<file path="config.mk">
export PLATFORM = sky130hd
export DESIGN_NAME = usb_hc_status
export DESIGN_NICKNAME = d
export VERILOG_FILES = /design/src/rtl/usbhc_pkg.sv /design/src/rtl/usbhc_lag_track.sv /design/src/rtl/usbhc_frame_ctr.sv /design/src/rtl/usbhc_evt_regs.sv /design/src/rtl/usb_hc_status.sv
export SDC_FILE = /design/constraint.sdc
export NUM_CORES = 1
export LEC_CHECK = 0
export ABC_AREA = 1
export BUFFER_PORTS_ARGS = -buffer_cell sky130_fd_sc_hd__buf_4
export CAP_MARGIN = 20
export CELL_PAD_IN_SITES_DETAIL_PLACEMENT = 0
export CELL_PAD_IN_SITES_GLOBAL_PLACEMENT = 1
export CORE_MARGIN = 2
export CORE_UTILIZATION = 32
export DETAILED_ROUTE_END_ITERATION = 10
export HOLD_SLACK_MARGIN = 0.06
export PLACE_DENSITY = 0.73
export SYNTH_ARGS = -nofsm -noshare
export SYNTH_HDL_FRONTEND = slang
export SYNTH_SLANG_ARGS = --single-unit
</file>
<file path="constraint.sdc">
create_clock -name clk_i -period 1.15 [get_ports clk_i]
set_input_delay 0.0575 -clock clk_i [delete_from_list [all_inputs] [get_ports clk_i]]
set_output_delay 0.0575 -clock clk_i [all_outputs]
set_load 0.02 [all_outputs]
</file>
<file path="src/rtl/usbhc_pkg.sv">
package usbhc_pkg;
  localparam int unsigned DATA_W = 32;
  localparam int unsigned ADDR_W = 8;
  localparam int unsigned EVT_N  = 6;

  localparam logic [ADDR_W-1:0] CMD_OFS  = 8'h20;
  localparam logic [ADDR_W-1:0] STS_OFS  = 8'h24;
  localparam logic [ADDR_W-1:0] IEN_OFS  = 8'h28;
  localparam logic [ADDR_W-1:0] FIDX_OFS = 8'h2C;

  typedef enum logic [1:0] {
    FL_1024 = 2'b00,
    FL_512  = 2'b01,
    FL_256  = 2'b10,
    FL_RSVD = 2'b11
  } fl_size_e;

  // event flag positions in the status word
  localparam int unsigned EV_DONE = 0;
  localparam int unsigned EV_XERR = 1;
  localparam int unsigned EV_PORT = 2;
  localparam int unsigned EV_WRAP = 3;
  localparam int unsigned EV_HERR = 4;
  localparam int unsigned EV_ADV  = 5;
endpackage

</file>
<file path="src/rtl/usbhc_lag_track.sv">
module usbhc_lag_track #(
  parameter int unsigned LAG     = 3,
  parameter bit          RST_VAL = 1'b0
) (
  input  logic clk_i,
  input  logic rst_ni,
  input  logic tick_i,
  input  logic tgt_i,
  output logic st_o
);
  localparam int unsigned CNT_W = (LAG > 1) ? $clog2(LAG) : 1;
  localparam logic [CNT_W-1:0] LAST = CNT_W'(LAG - 1);

  logic             st_q;
  logic [CNT_W-1:0] cnt_q;

  always_ff @(posedge clk_i or negedge rst_ni) begin
    if (!rst_ni) begin
      st_q  <= RST_VAL;
      cnt_q <= '0;
    end else if (st_q == tgt_i) begin
      cnt_q <= '0;
    end else if (tick_i) begin
      if (cnt_q == LAST) begin
        st_q  <= tgt_i;
        cnt_q <= '0;
      end else begin
        cnt_q <= cnt_q + 1'b1;
      end
    end
  end

  assign st_o = st_q;
endmodule

</file>
<file path="src/rtl/usbhc_frame_ctr.sv">
module usbhc_frame_ctr
  import usbhc_pkg::*;
#(
  parameter int unsigned IDX_W = 14
) (
  input  logic             clk_i,
  input  logic             rst_ni,
  input  logic             tick_i,
  input  logic             run_i,
  input  logic             ld_i,
  input  logic [IDX_W-1:0] ld_val_i,
  input  logic [1:0]       size_i,
  output logic [IDX_W-1:0] idx_o,
  output logic             wrap_o
);
  localparam logic [IDX_W-1:0] ONE = IDX_W'(1);

  logic [IDX_W-1:0] idx_q, nxt, sel_mask;
  logic             adv;

  always_comb begin
    nxt = idx_q + ONE;
    unique case (fl_size_e'(size_i))
      FL_512:  sel_mask = ONE << (IDX_W - 2);
      FL_256:  sel_mask = ONE << (IDX_W - 3);
      default: sel_mask = ONE << (IDX_W - 1);
    endcase
  end

  assign adv    = tick_i & run_i;
  assign wrap_o = adv & (|((idx_q ^ nxt) & sel_mask));

  always_ff @(posedge clk_i or negedge rst_ni) begin
    if (!rst_ni)    idx_q <= '0;
    else if (ld_i)  idx_q <= ld_val_i;
    else if (adv)   idx_q <= nxt;
  end

  assign idx_o = idx_q;
endmodule

</file>
<file path="src/rtl/usbhc_evt_regs.sv">
module usbhc_evt_regs #(
  parameter int unsigned N = 6
) (
  input  logic         clk_i,
  input  logic         rst_ni,
  input  logic [N-1:0] set_i,
  input  logic [N-1:0] clr_i,
  output logic [N-1:0] sts_o
);
  for (genvar g = 0; g < N; g++) begin : g_bit
    logic q;
    always_ff @(posedge clk_i or negedge rst_ni) begin
      if (!rst_ni)       q <= 1'b0;
      else if (set_i[g]) q <= 1'b1;  // event beats clear
      else if (clr_i[g]) q <= 1'b0;
    end
    assign sts_o[g] = q;
  end
endmodule

</file>
<file path="src/rtl/usb_hc_status.sv">
module usb_hc_status
  import usbhc_pkg::*;
#(
  parameter int unsigned LAG_TICKS = 3,
  parameter int unsigned N_PORTS   = 4,
  parameter int unsigned IDX_W     = 14
) (
  input  logic               clk_i,
  input  logic               rst_ni,
  input  logic               wr_en_i,
  input  logic [ADDR_W-1:0]  wr_addr_i,
  input  logic [DATA_W-1:0]  wr_data_i,
  input  logic [ADDR_W-1:0]  rd_addr_i,
  output logic [DATA_W-1:0]  rd_data_o,
  input  logic               uframe_tick_i,
  input  logic               async_adv_i,
  input  logic               host_err_i,
  input  logic [N_PORTS-1:0] port_chg_i,
  input  logic               cmpl_i,
  input  logic               cmpl_err_i,
  input  logic               cmpl_ioc_i,
  input  logic               reclaim_i,
  output logic               run_o,
  output logic               irq_o
);
  localparam int unsigned N_TRK = 3;  // 0 async, 1 periodic, 2 halted
  localparam logic [N_TRK-1:0] TRK_RST = 3'b100;

  logic               run_q, pse_q, ase_q, db_q;
  logic [1:0]         fl_q;
  logic [EVT_N-1:0]   ien_q, sts_q, evt_set, evt_clr;
  logic [N_PORTS-1:0] port_q;
  logic [N_TRK-1:0]   trk_tgt, sched_st;
  logic [IDX_W-1:0]   fidx;
  logic               wr_cmd, wr_sts, wr_ien, wr_fidx, wrap, halted;
  logic [DATA_W-1:0]  cmd_word, sts_word;

  assign wr_cmd  = wr_en_i && (wr_addr_i == CMD_OFS);
  assign wr_sts  = wr_en_i && (wr_addr_i == STS_OFS);
  assign wr_ien  = wr_en_i && (wr_addr_i == IEN_OFS);
  assign wr_fidx = wr_en_i && (wr_addr_i == FIDX_OFS);

  always_ff @(posedge clk_i or negedge rst_ni) begin
    if (!rst_ni) begin
      run_q  <= 1'b0;
      pse_q  <= 1'b0;
      ase_q  <= 1'b0;
      fl_q   <= 2'b00;
      db_q   <= 1'b0;
      ien_q  <= '0;
      port_q <= '0;
    end else begin
      port_q <= port_chg_i;
      if (host_err_i)  run_q <= 1'b0;
      else if (wr_cmd) run_q <= wr_data_i[0];
      if (wr_cmd) begin
        fl_q  <= wr_data_i[3:2];
        pse_q <= wr_data_i[4];
        ase_q <= wr_data_i[5];
      end
      if (db_q && async_adv_i)     db_q <= 1'b0;
      if (wr_cmd && wr_data_i[6])  db_q <= 1'b1;
      if (wr_ien) ien_q <= wr_data_i[EVT_N-1:0];
    end
  end

  assign trk_tgt = {~run_q, pse_q, ase_q};

  for (genvar g = 0; g < N_TRK; g++) begin : g_trk
    usbhc_lag_track #(
      .LAG     (LAG_TICKS),
      .RST_VAL (TRK_RST[g])
    ) u_trk (
      .clk_i  (clk_i),
      .rst_ni (rst_ni),
      .tick_i (uframe_tick_i),
      .tgt_i  (trk_tgt[g]),
      .st_o   (sched_st[g])
    );
  end

  usbhc_frame_ctr #(.IDX_W(IDX_W)) u_fctr (
    .clk_i    (clk_i),
    .rst_ni   (rst_ni),
    .tick_i   (uframe_tick_i),
    .run_i    (run_q),
    .ld_i     (wr_fidx && !run_q),
    .ld_val_i (wr_data_i[IDX_W-1:0]),
    .size_i   (fl_q),
    .idx_o    (fidx),
    .wrap_o   (wrap)
  );

  always_comb begin
    evt_set          = '0;
    evt_set[EV_DONE] = cmpl_i && cmpl_ioc_i;
    evt_set[EV_XERR] = cmpl_i && cmpl_err_i;
    evt_set[EV_PORT] = |(port_chg_i & ~port_q);
    evt_set[EV_WRAP] = wrap;
    evt_set[EV_HERR] = host_err_i;
    evt_set[EV_ADV]  = db_q && async_adv_i;
    evt_clr          = wr_sts ? wr_data_i[EVT_N-1:0] : '0;
  end

  usbhc_evt_regs #(.N(EVT_N)) u_evt (
    .clk_i  (clk_i),
    .rst_ni (rst_ni),
    .set_i  (evt_set),
    .clr_i  (evt_clr),
    .sts_o  (sts_q)
  );

  // halted reads 0 whenever run/stop is set, even before the lag elapses
  assign halted   = sched_st[2] && !run_q;
  assign cmd_word = {25'b0, db_q, ase_q, pse_q, fl_q, 1'b0, run_q};
  assign sts_word = {16'b0, sched_st[0], sched_st[1], reclaim_i, halted,
                     6'b0, sts_q};

  always_comb begin
    unique case (rd_addr_i)
      CMD_OFS:  rd_data_o = cmd_word;
      STS_OFS:  rd_data_o = sts_word;
      IEN_OFS:  rd_data_o = DATA_W'(ien_q);
      FIDX_OFS: rd_data_o = DATA_W'(fidx);
      default:  rd_data_o = '0;
    endcase
  end

  assign run_o = run_q;
  assign irq_o = |(sts_q & ien_q);
endmodule

</file>
==> impl_metrics.env, run 1 <==
export IMPL_status="finished with violations"
export IMPL_violations="negative setup slack"
export IMPL_yosys_register_bits=45
export IMPL_grt_antenna_before_repair=0
export IMPL_grt_overflow=0
export IMPL_initial_core_util_pct=33.0
export IMPL_rows=34
export IMPL_wire_per_inst_um=13.0
export IMPL_cts_tree="yes"
export IMPL_drt_pass1_iterations=4
export IMPL_placed_area_um2=3720
export IMPL_max_freq_mhz=740
export IMPL_gr_usage_met3_pct=2.32
export IMPL_n_antenna_cell=0
export IMPL_die_area_um2=9820
export IMPL_setup_viol=24
export IMPL_hp_class="in -> reg"
export IMPL_clockBufferDepth=2
export IMPL_rsz0062_at_grt="yes"
export IMPL_vias=3018
export IMPL_postLayoutCellArea_um2=4720
export IMPL_final_cell_mix="nand2_1, buf_4, dfrtp_1"
export IMPL_hold_violations=0
export IMPL_path_delay_family="flip-flops"
export IMPL_holdPathEnd="g_trk[1].u_trk.cnt_q[0]$_DFFE_PN0P_"
export IMPL_vdd_drop_max_mv=0.689
export IMPL_grt_max_degree=19
export IMPL_drt_initial_drc_count=205
export IMPL_r2r_slack_ps=-170
export IMPL_dieWidth_um=99.1
export IMPL_crit_chain="nand2_1 > nand2_2 > a221oi_2 > nand3_1 > buf_6"
export IMPL_cts_root_buf="clkbuf_8"
export IMPL_period_share_pct=118
export IMPL_finalClockSkew_ps=7.62
export IMPL_crit_arrival_ps=1290
export IMPL_core_area_um2=8760
export IMPL_area_growth_pct=63.1
export IMPL_syn_instance_count=398
export IMPL_powerDensity_nw_per_um2=908
export IMPL_path_buf_inv=1
export IMPL_cts_made_buffers=5
export IMPL_yosys_warnings=0
export IMPL_maxSlewViolCount=0
export IMPL_worstHoldStart="uframe_tick_i"
export IMPL_worst_setup_path_type="reg -> out"
export IMPL_grt_use_total_pct=18.0
export IMPL_dp_hpwl_um=6050
export IMPL_p_leak_nw=2.35
export IMPL_drtAntennaViolNets=0
export IMPL_cts_max_level=2
export IMPL_drive_above_1_share_pct=45.6
export IMPL_worst_slack_ps=-202
export IMPL_synth_area_um2=2900
export IMPL_synth_avg_cell_area_um2=7.27
export IMPL_gp_congestion=0.815
export IMPL_r2r_start="u_fctr.idx_o[1]$_DFFE_PN0P_"
export IMPL_end_kind="output pin"
export IMPL_layout_min_cycle_time_ps=1350
export IMPL_reg2reg_to="u_fctr.idx_o[8]$_DFFE_PN0P_"
export IMPL_layout_commonest_cell="nand2_1"
export IMPL_cp_required_ps=1090
export IMPL_cts_sinks=45
export IMPL_synth_cell_type_count=33
export IMPL_grt_pass1_wl_um=14400
export IMPL_min_path_cells=3
export IMPL_startpoint_type="register"
export IMPL_path_clk_slew_ps=90
export IMPL_grt_busiest_layer="met2"
export IMPL_ys_seq_area_share_pct=38.9
export IMPL_met1_usage_pct=25.1
export IMPL_grt_use_met2_pct=29.6
export IMPL_critPathMaxFanout=2
export IMPL_post_route_drc_count=0
export IMPL_fp_dieH_um=99.1
export IMPL_routed_wl_um=8530
export IMPL_grt_pass1_vias=3006
export IMPL_insertion_delay_ps=310
export IMPL_crit_start="ien_q[1]$_DFFE_PN0P_"
export IMPL_nets=611
export IMPL_maxCapViolations=0
export IMPL_port_buffers=61
export IMPL_rr_worst_depth=8
export IMPL_cp_slowest_stage_delay_ps=380
export IMPL_fillCellCount=838
export IMPL_io_pins=96
export IMPL_viasPerCell=4.61
export IMPL_fin_hold_ws_ps=68.2
export IMPL_critPathSlowestCell="dfrtp_1"
==> synthesized netlist by cell type (all sizes together) <==
library cell	count	area, um2
clkinv	1	3.75
o31ai	1	7.51
nor3	6	56.3
conb	1	3.75
a221oi	1	8.76
or2	1	6.26
nand4	13	87.6
inv	57	214
o2bb2ai	1	15.0
o22ai	5	31.3
dfrtp	44	1100
xor2	4	35.0
nor2	28	153
o21ai	26	145
nor3b	1	12.5
nand2	129	502
a21oi	2	10.0
buf	23	161
nand3	49	265
dfstp	1	26.3
ha	4	50.1
==> routing by layer <==
layer / up-vias / part of all wire, % / wire length [um]
met5: - / 0 / 0
met4: 0 / 2.0 / 170
met3: 15 / 4.9 / 420
li1: 1536 / - / -
met2: 82 / 48 / 4050
met1: 1385 / 46 / 3880
==> state kept, by name, summed over array words and instances, names as in the netlist <==
register,cells
port_q,4
fl_q,2
db_q,1
u_evt.g_bit.q,6
ien_q,6
u_fctr.idx_o,14
ase_q,1
g_trk.u_trk.st_o,3
run_o,1
g_trk.u_trk.cnt_q,6
pse_q,1
==> through the flow <==
stage / instances / TNS (ps) / setup WS [ps] / utilization (%) / total power, mW
after global routing: 654 / -4540 / -291 / 53.9 / 4.53
final: 654 / -2600 / -202 / 53.9 / 4.29
after CTS: 649 / -2340 / -232 / 51.3 / 4.22
after floorplan: 413 / -499 / -53.8 / - / 2.41
after global placement: 598 / -1280 / -92.1 / 42.4 / 2.72
after detailed placement: 598 / -1590 / -108 / 42.4 / 2.74
==> cell type report <==
type / count / area, um2 / area share (%)
inverters: 58 / 245 / 5.19
multi-input cells: 288 / 1780 / 37.7
repair buffers: 147 / 1310 / 27.8
flip-flops and latches: 45 / 1130 / 24.0
clock inverters: 3 / 46.3 / 0.980
well taps: 108 / 135 / 2.86
clock buffers: 5 / 68.8 / 1.46
==> worst max-delay path by stage <==
stage | end | slack (ps) | cells after the start
2_1_floorplan | u_fctr.idx_o[10]$_DFFE_PN0P_ | -50 | 8
3_3_place_gp | u_fctr.idx_o[10]$_DFFE_PN0P_ | -90 | 8
3_5_place_dp | u_fctr.idx_o[10]$_DFFE_PN0P_ | -110 | 8
4_1_cts | irq_o | -230 | 5
5_1_grt | irq_o | -290 | 5
6_report | irq_o | -200 | 5
==> logic make-up (layout without fill, tap and decap cells) <==
| logic type | count (synthesis) | count (layout) | synth area share, % |
|---|---|---|---|
| other | 1 | 16 | 0.130 |
| AO/OA/AOI/OAI | 36 | 36 | 7.52 |
| adder cells (fa/ha/maj) | 4 | 4 | 1.73 |
| flip-flops | 45 | 45 | 38.9 |
| buffers and inverters | 81 | 213 | 13.1 |
| AND/OR/NAND/NOR | 227 | 228 | 37.4 |
| XOR/XNOR | 4 | 4 | 1.21 |
==> power breakdown <==
part | switching, mW | internal [mW]
Combinational | 0.563 | 0.531
Sequential | 0.167 | 1.78
Clock | 0.596 | 0.651
Total | 1.33 | 2.96
==> repair_timing <==
item | in CTS | in global routing
pin swaps | 27 | 16
hold buffers | 20 | 0
setup buffers | 21 | 6
cloned | 2 | 0
resized for setup | 85 | 59
setup endpoints to repair | 34 | 37
endpoints found under the hold margin | 76 | 0
==> worst register-to-register path: stages (launching register included) <==
cell and delay (ps):
dfrtp_2 430, ha_4 160, nand2_4 70, nor2_4 230
nand2_1 100, nand2_1 70, nand3_1 70, nand2_1 60
nand2_1 40
Note: power is estimated with default switching activity, not from simulation.
==> inputs of run 2 (changes only) <==
--- a/config.mk
+++ b/config.mk
@@ -15,6 +15,7 @@
 export DETAILED_ROUTE_END_ITERATION = 10
 export HOLD_SLACK_MARGIN = 0.06
 export PLACE_DENSITY = 0.73
+export RECOVER_POWER = 50
 export SYNTH_ARGS = -nofsm -noshare
 export SYNTH_HDL_FRONTEND = slang
 export SYNTH_SLANG_ARGS = --single-unit
==> impl_metrics.env, run 2 (synthesized netlist as in run 1, its figures left out) <==
export IMPL_status="finished with violations"
export IMPL_violations="negative setup slack"
export IMPL_io_pins=96
export IMPL_p_clk_share_pct=29.2
export IMPL_rr_worst_depth=8
export IMPL_crit_cells=5
export IMPL_cts_sinks=45
export IMPL_comb_power_share_pct=25.3
export IMPL_clockBufferDepth=2
export IMPL_dieWidth_um=99.1
export IMPL_power_switching_mw=1.33
export IMPL_die_area_um2=9820
export IMPL_hold_violations=0
export IMPL_dpl_cell_count=598
export IMPL_placed_area_um2=3720
export IMPL_crit_start="ien_q[1]$_DFFE_PN0P_"
export IMPL_worstHoldStart="uframe_tick_i"
export IMPL_grt_pass1_vias=3006
export IMPL_critPathSlowestCell="dfrtp_1"
export IMPL_drtAntennaViolNets=0
export IMPL_grt_use_total_pct=18.0
export IMPL_cts_made_buffers=5
export IMPL_end_kind="output pin"
export IMPL_drt_initial_drc_count=173
export IMPL_worst_pin_slew_ps=530
export IMPL_port_buffers=61
export IMPL_finalClockSkew_ps=8.03
export IMPL_crit_arrival_ps=1290
export IMPL_layout_min_cycle_time_ps=1350
export IMPL_p_total_mw=4.28
export IMPL_cts_root_buf="clkbuf_8"
export IMPL_insertion_delay_ps=310
export IMPL_cp_required_ps=1090
export IMPL_largest_reg_flops=14
export IMPL_grt_max_degree=19
export IMPL_area_growth_pct=62.4
export IMPL_path_clk_slew_ps=90
export IMPL_layout_commonest_cell="nand2_1"
export IMPL_gp_congestion=0.815
export IMPL_cp_slowest_stage_delay_ps=380
export IMPL_routed_wl_um=8530
export IMPL_multi_input_area_um2=1780
export IMPL_critPathMaxFanout=2
export IMPL_grt_overflow=0
export IMPL_fp_dieH_um=99.1
export IMPL_startpoint_type="register"
export IMPL_cts_max_level=2
export IMPL_n_antenna_cell=0
export IMPL_p_sw_share_pct=31.0
export IMPL_grt_antenna_before_repair=0
export IMPL_period_share_pct=117
export IMPL_stdcell_count=654
export IMPL_cts_tree="yes"
export IMPL_grt_pass1_wl_um=14400
export IMPL_drive_above_1_share_pct=45.4
export IMPL_r2r_start="u_fctr.idx_o[1]$_DFFE_PN0P_"
export IMPL_seq_power_share_pct=45.5
export IMPL_intPower_mw=2.95
export IMPL_post_route_drc_count=0
export IMPL_vdd_drop_max_mv=0.689
export IMPL_wire_per_inst_um=13.0
export IMPL_drt_pass1_iterations=4
export IMPL_nets=611
export IMPL_hp_class="in -> reg"
export IMPL_rsz0062_at_grt="yes"
export IMPL_core_area_um2=8760
export IMPL_max_freq_mhz=742
export IMPL_fillCellCount=840
export IMPL_regArea_um2=1130
export IMPL_worst_slack_ps=-198
export IMPL_max_slew_margin_rel_pct=64.7
export IMPL_p_leak_nw=2.34
export IMPL_dp_hpwl_um=6050
export IMPL_path_buf_inv=1
export IMPL_postLayoutCellArea_um2=4700
export IMPL_powerDensity_nw_per_um2=911
export IMPL_vias=3021
export IMPL_final_cell_mix="nand2_1, buf_4, dfrtp_1"
export IMPL_path_delay_family="flip-flops"
export IMPL_maxSlewViolCount=0
export IMPL_setup_viol=24
export IMPL_min_path_cells=3
export IMPL_viasPerCell=4.62
export IMPL_maxCapViolations=0
export IMPL_rows=34
export IMPL_worst_setup_path_type="reg -> out"
export IMPL_initial_core_util_pct=33.0
export IMPL_crit_chain="nand2_1 > nand2_2 > a221oi_2 > nand3_1 > buf_6"
## run 2: path summary, 6_finish.rpt
kind | endpoint | slack, ps
setup / recovery | irq_o | -200
min in group asynchronous | ien_q[1]$_DFFE_PN0P_ | 270
hold reg to reg | g_trk[1].u_trk.cnt_q[0]$_DFFE_PN0P_ | 470
setup reg to reg | u_fctr.idx_o[8]$_DFFE_PN0P_ | -170
max in group asynchronous | g_trk[2].u_trk.st_o$_DFFE_PN1P_ | 130
hold / removal | g_trk[1].u_trk.cnt_q[0]$_DFFE_PN0P_ | 70
## run 2: per-layer routing
metal	GRT usage, %	part of all wire (%)	vias up
li1	-	-	1536
met1	25.1	47	1393
met2	29.6	47	77
met3	2.32	4.1	15
met4	4.85	2.0	0
met5	0	0	-
## run 2: final cells by class
class | count | share of cell area [%]
Timing Repair Buffer | 147 | 27.5
Tap cell | 108 | 2.87
Sequential cell | 45 | 24.1
Clock inverter | 3 | 0.985
Multi-Input combinational cell | 288 | 37.8
Inverter | 58 | 5.22
Clock buffer | 5 | 1.46
## run 2: metrics by stage
stage          hold slack, ps  util (%)  setup WS (ps)  setup TNS [ps]
2_1_floorplan            -238         -          -53.8            -499
3_5_place_dp            -35.9      42.4           -108           -1590
4_1_cts                  68.4      51.3           -232           -2340
6_report                 65.6      53.7           -198           -2690
5_1_grt                  64.7      53.7           -291           -4540
3_3_place_gp            -34.4      42.4          -92.1           -1280
## run 2: worst register-to-register path, delay by kind of cell, from the launching register on
family	cells	cell delay, ps
flops	1	430
fa+ha+maj	1	160
simple gates	7	640
## run 2: repair_timing
| action | CTS | global route |
|---|---|---|
| resized for setup | 85 | 59 |
| hold buffers | 20 | 0 |
| gates cloned | 2 | 0 |
| setup buffers | 21 | 6 |
| setup endpoints to repair | 34 | 37 |
| endpoints found under the hold margin | 76 | 0 |
| pin swaps | 27 | 16 |
## run 2: power groups by stage
stage          Combinational [mW]  Clock, mW  Sequential [mW]
2_1_floorplan               0.495          0             1.92
3_3_place_gp                0.779          0             1.94
3_5_place_dp                0.798          0             1.94
4_1_cts                      1.01       1.28             1.92
5_1_grt                      1.20       1.34             1.98
6_report                     1.08       1.25             1.95
==> inputs of run 3 (changes only) <==
--- a/config.mk
+++ b/config.mk
@@ -5,13 +5,12 @@
 export SDC_FILE = /design/constraint.sdc
 export NUM_CORES = 1
 export LEC_CHECK = 0
-export ABC_AREA = 1
 export BUFFER_PORTS_ARGS = -buffer_cell sky130_fd_sc_hd__buf_4
 export CAP_MARGIN = 20
 export CELL_PAD_IN_SITES_DETAIL_PLACEMENT = 0
 export CELL_PAD_IN_SITES_GLOBAL_PLACEMENT = 1
 export CORE_MARGIN = 2
-export CORE_UTILIZATION = 32
+export CORE_UTILIZATION = 33
 export DETAILED_ROUTE_END_ITERATION = 10
 export HOLD_SLACK_MARGIN = 0.06
 export PLACE_DENSITY = 0.73
==> impl_metrics.env, run 3 <==
export IMPL_status="finished with violations"
export IMPL_violations="negative setup slack"
export IMPL_end_kind="output pin"
export IMPL_dpl_cell_count=479
export IMPL_core_area_um2=7730
export IMPL_vdd_drop_max_mv=0.600
export IMPL_cts_made_buffers=5
export IMPL_worst_setup_path_type="reg -> out"
export IMPL_p_leak_nw=2.16
export IMPL_crit_start="u_fctr.idx_o[0]$_DFFE_PN0P_"
export IMPL_stdcell_count=535
export IMPL_layout_min_cycle_time_ps=1640
export IMPL_syn_instance_count=264
export IMPL_placed_area_um2=3670
export IMPL_dp_hpwl_um=5860
export IMPL_worst_pin_slew_ps=609
export IMPL_grt_use_total_pct=19.1
export IMPL_r2r_slack_ps=-430
export IMPL_cts_root_buf="clkbuf_8"
export IMPL_async_flop_share_pct=100
export IMPL_powerDensity_nw_per_um2=898
export IMPL_initial_core_util_pct=34.0
export IMPL_gp_congestion=0.845
export IMPL_area_growth_pct=77.4
export IMPL_max_freq_mhz=609
export IMPL_rr_worst_depth=7
export IMPL_crit_arrival_ps=1580
export IMPL_cts_sinks=45
export IMPL_port_buffers=61
export IMPL_comb_power_share_pct=22.2
export IMPL_fillCellCount=664
export IMPL_reg2reg_to="u_fctr.idx_o[12]$_DFFE_PN0P_"
export IMPL_holdPathEnd="ien_q[0]$_DFFE_PN0P_"
export IMPL_io_pins=96
export IMPL_yosysMostFrequentCell="dfrtp_1"
export IMPL_n_antenna_cell=0
export IMPL_synth_area_um2=2630
export IMPL_finalClockSkew_ps=5.56
export IMPL_synth_cell_type_count=47
export IMPL_worstHoldStart="wr_addr_i[3]"
export IMPL_period_share_pct=143
export IMPL_drtAntennaViolNets=0
export IMPL_synthTopCellsByCount="dfrtp_1, nor2_1, nand2_1"
export IMPL_seq_power_share_pct=42.6
export IMPL_synth_avg_cell_area_um2=9.94
export IMPL_insertion_delay_ps=300
export IMPL_min_path_cells=3
export IMPL_p_sw_share_pct=25.9
export IMPL_place_ws_ps=-506
export IMPL_die_area_um2=8680
export IMPL_r2r_start="u_fctr.idx_o[2]$_DFFE_PN0P_"
export IMPL_postLayoutCellArea_um2=4660
export IMPL_p_clk_share_pct=35.3
export IMPL_post_route_drc_count=0
export IMPL_drive_above_1_share_pct=54.3
export IMPL_synth_area_leaders="dfrtp_1, buf_4, mux2_2"
export IMPL_maxSlewViolCount=0
export IMPL_hold_violations=0
export IMPL_cp_required_ps=1090
export IMPL_multi_input_area_um2=1680
export IMPL_path_clk_slew_ps=90
export IMPL_hp_class="in -> reg"
export IMPL_viasPerCell=4.86
export IMPL_grt_pass1_wl_um=12800
export IMPL_rsz0062_at_grt="yes"
export IMPL_routed_wl_um=7980
export IMPL_synth_edf_count=0
export IMPL_drt_pass1_iterations=7
export IMPL_fin_util_pct=60.3
export IMPL_vias=2600
export IMPL_tns_ps=-8750
export IMPL_fin_hold_ws_ps=199
export IMPL_drt_initial_drc_count=85
export IMPL_fp_dieH_um=93.2
export IMPL_yosys_warnings=0
export IMPL_grt_max_degree=25
export IMPL_grt_overflow=0
export IMPL_regArea_um2=1130
export IMPL_largest_reg_flops=14
export IMPL_critPathMaxFanout=2
export IMPL_clockBufferDepth=2
export IMPL_final_cell_mix="buf_4, buf_6, dfrtp_1"
export IMPL_cts_tree="yes"
export IMPL_setup_viol=38
export IMPL_layout_commonest_cell="buf_4"
export IMPL_power_switching_mw=1.08
export IMPL_intPower_mw=3.10
export IMPL_maxCapViolations=0
export IMPL_rows=32
export IMPL_grt_antenna_before_repair=0
export IMPL_max_slew_margin_rel_pct=59.4
export IMPL_cts_max_level=2
export IMPL_worst_slack_ps=-491
export IMPL_yosys_area_top_type="dfrtp_1"
export IMPL_yosys_register_bits=45
export IMPL_netlist_area_leader_share_pct=41.9
export IMPL_dieWidth_um=93.2
export IMPL_nets=498
export IMPL_wire_per_inst_um=14.9
export IMPL_ys_seq_area_share_pct=42.9
export IMPL_grt_pass1_vias=2632
export IMPL_p_total_mw=4.18
export IMPL_synth_flop_cell="dfrtp_1"
export IMPL_startpoint_type="register"
## run 3: how the worst max path moves through the flow
stage               cells past startpoint                           to
finish                                  4                 rd_data_o[0]
CTS                                     4                 rd_data_o[2]
floorplan                               3            ase_q$_DFFE_PN0P_
global route                            4                 rd_data_o[0]
detailed placement                      6  u_fctr.idx_o[4]$_DFFE_PN0P_
global placement                        6            ase_q$_DFFE_PN0P_
## run 3: layout make-up
| cell class | count | share of cell area, % |
|---|---|---|
| tap | 102 | 2.74 |
| clock buffer | 5 | 1.48 |
| multi-input combinational | 197 | 36.2 |
| inverter | 13 | 1.10 |
| clock inverter | 3 | 1.48 |
| sequential | 45 | 24.3 |
| timing repair buffer | 170 | 32.8 |
## run 3: worst max-delay path, cell delays in order (launching register included)
cell,delay (ps)
dfrtp_1,410
buf_6,130
mux4_2,450
and3_4,170
buf_6,130
## run 3: power by group through the flow
stage / combinational [mW] / sequential (mW) / clock, mW
floorplan: 0.374 / 1.80 / 0
global placement: 0.678 / 1.80 / 0
detailed placement: 0.694 / 1.81 / 0
CTS: 0.853 / 1.78 / 1.51
global route: 1.01 / 1.79 / 1.55
finish: 0.927 / 1.78 / 1.47
## run 3: repair_timing
| action | CTS | global route |
|---|---|---|
| setup buffers | 21 | 6 |
| resized for setup | 86 | 31 |
| pin swaps | 31 | 26 |
| setup endpoints to repair | 49 | 52 |
| hold buffers | 24 | 0 |
| endpoints found under the hold margin | 78 | 0 |
## run 3: routing by layer
layer	vias up	GRT usage (%)	routed length, um
met5	-	0	0
met4	0	4.90	113
met3	8	2.82	303
met2	72	33.2	4010
met1	1262	25.1	3560
li1	1258	-	-
## run 3: cells by family after synthesis
logic type	after synthesis	share of synthesized area (%)
compound gates	43	11.2
xor+xnor	8	2.67
fa+ha+maj	4	1.91
buf+inv	37	8.15
flops	45	42.9
mux	24	12.0
other cells	1	0.143
simple gates	102	20.9
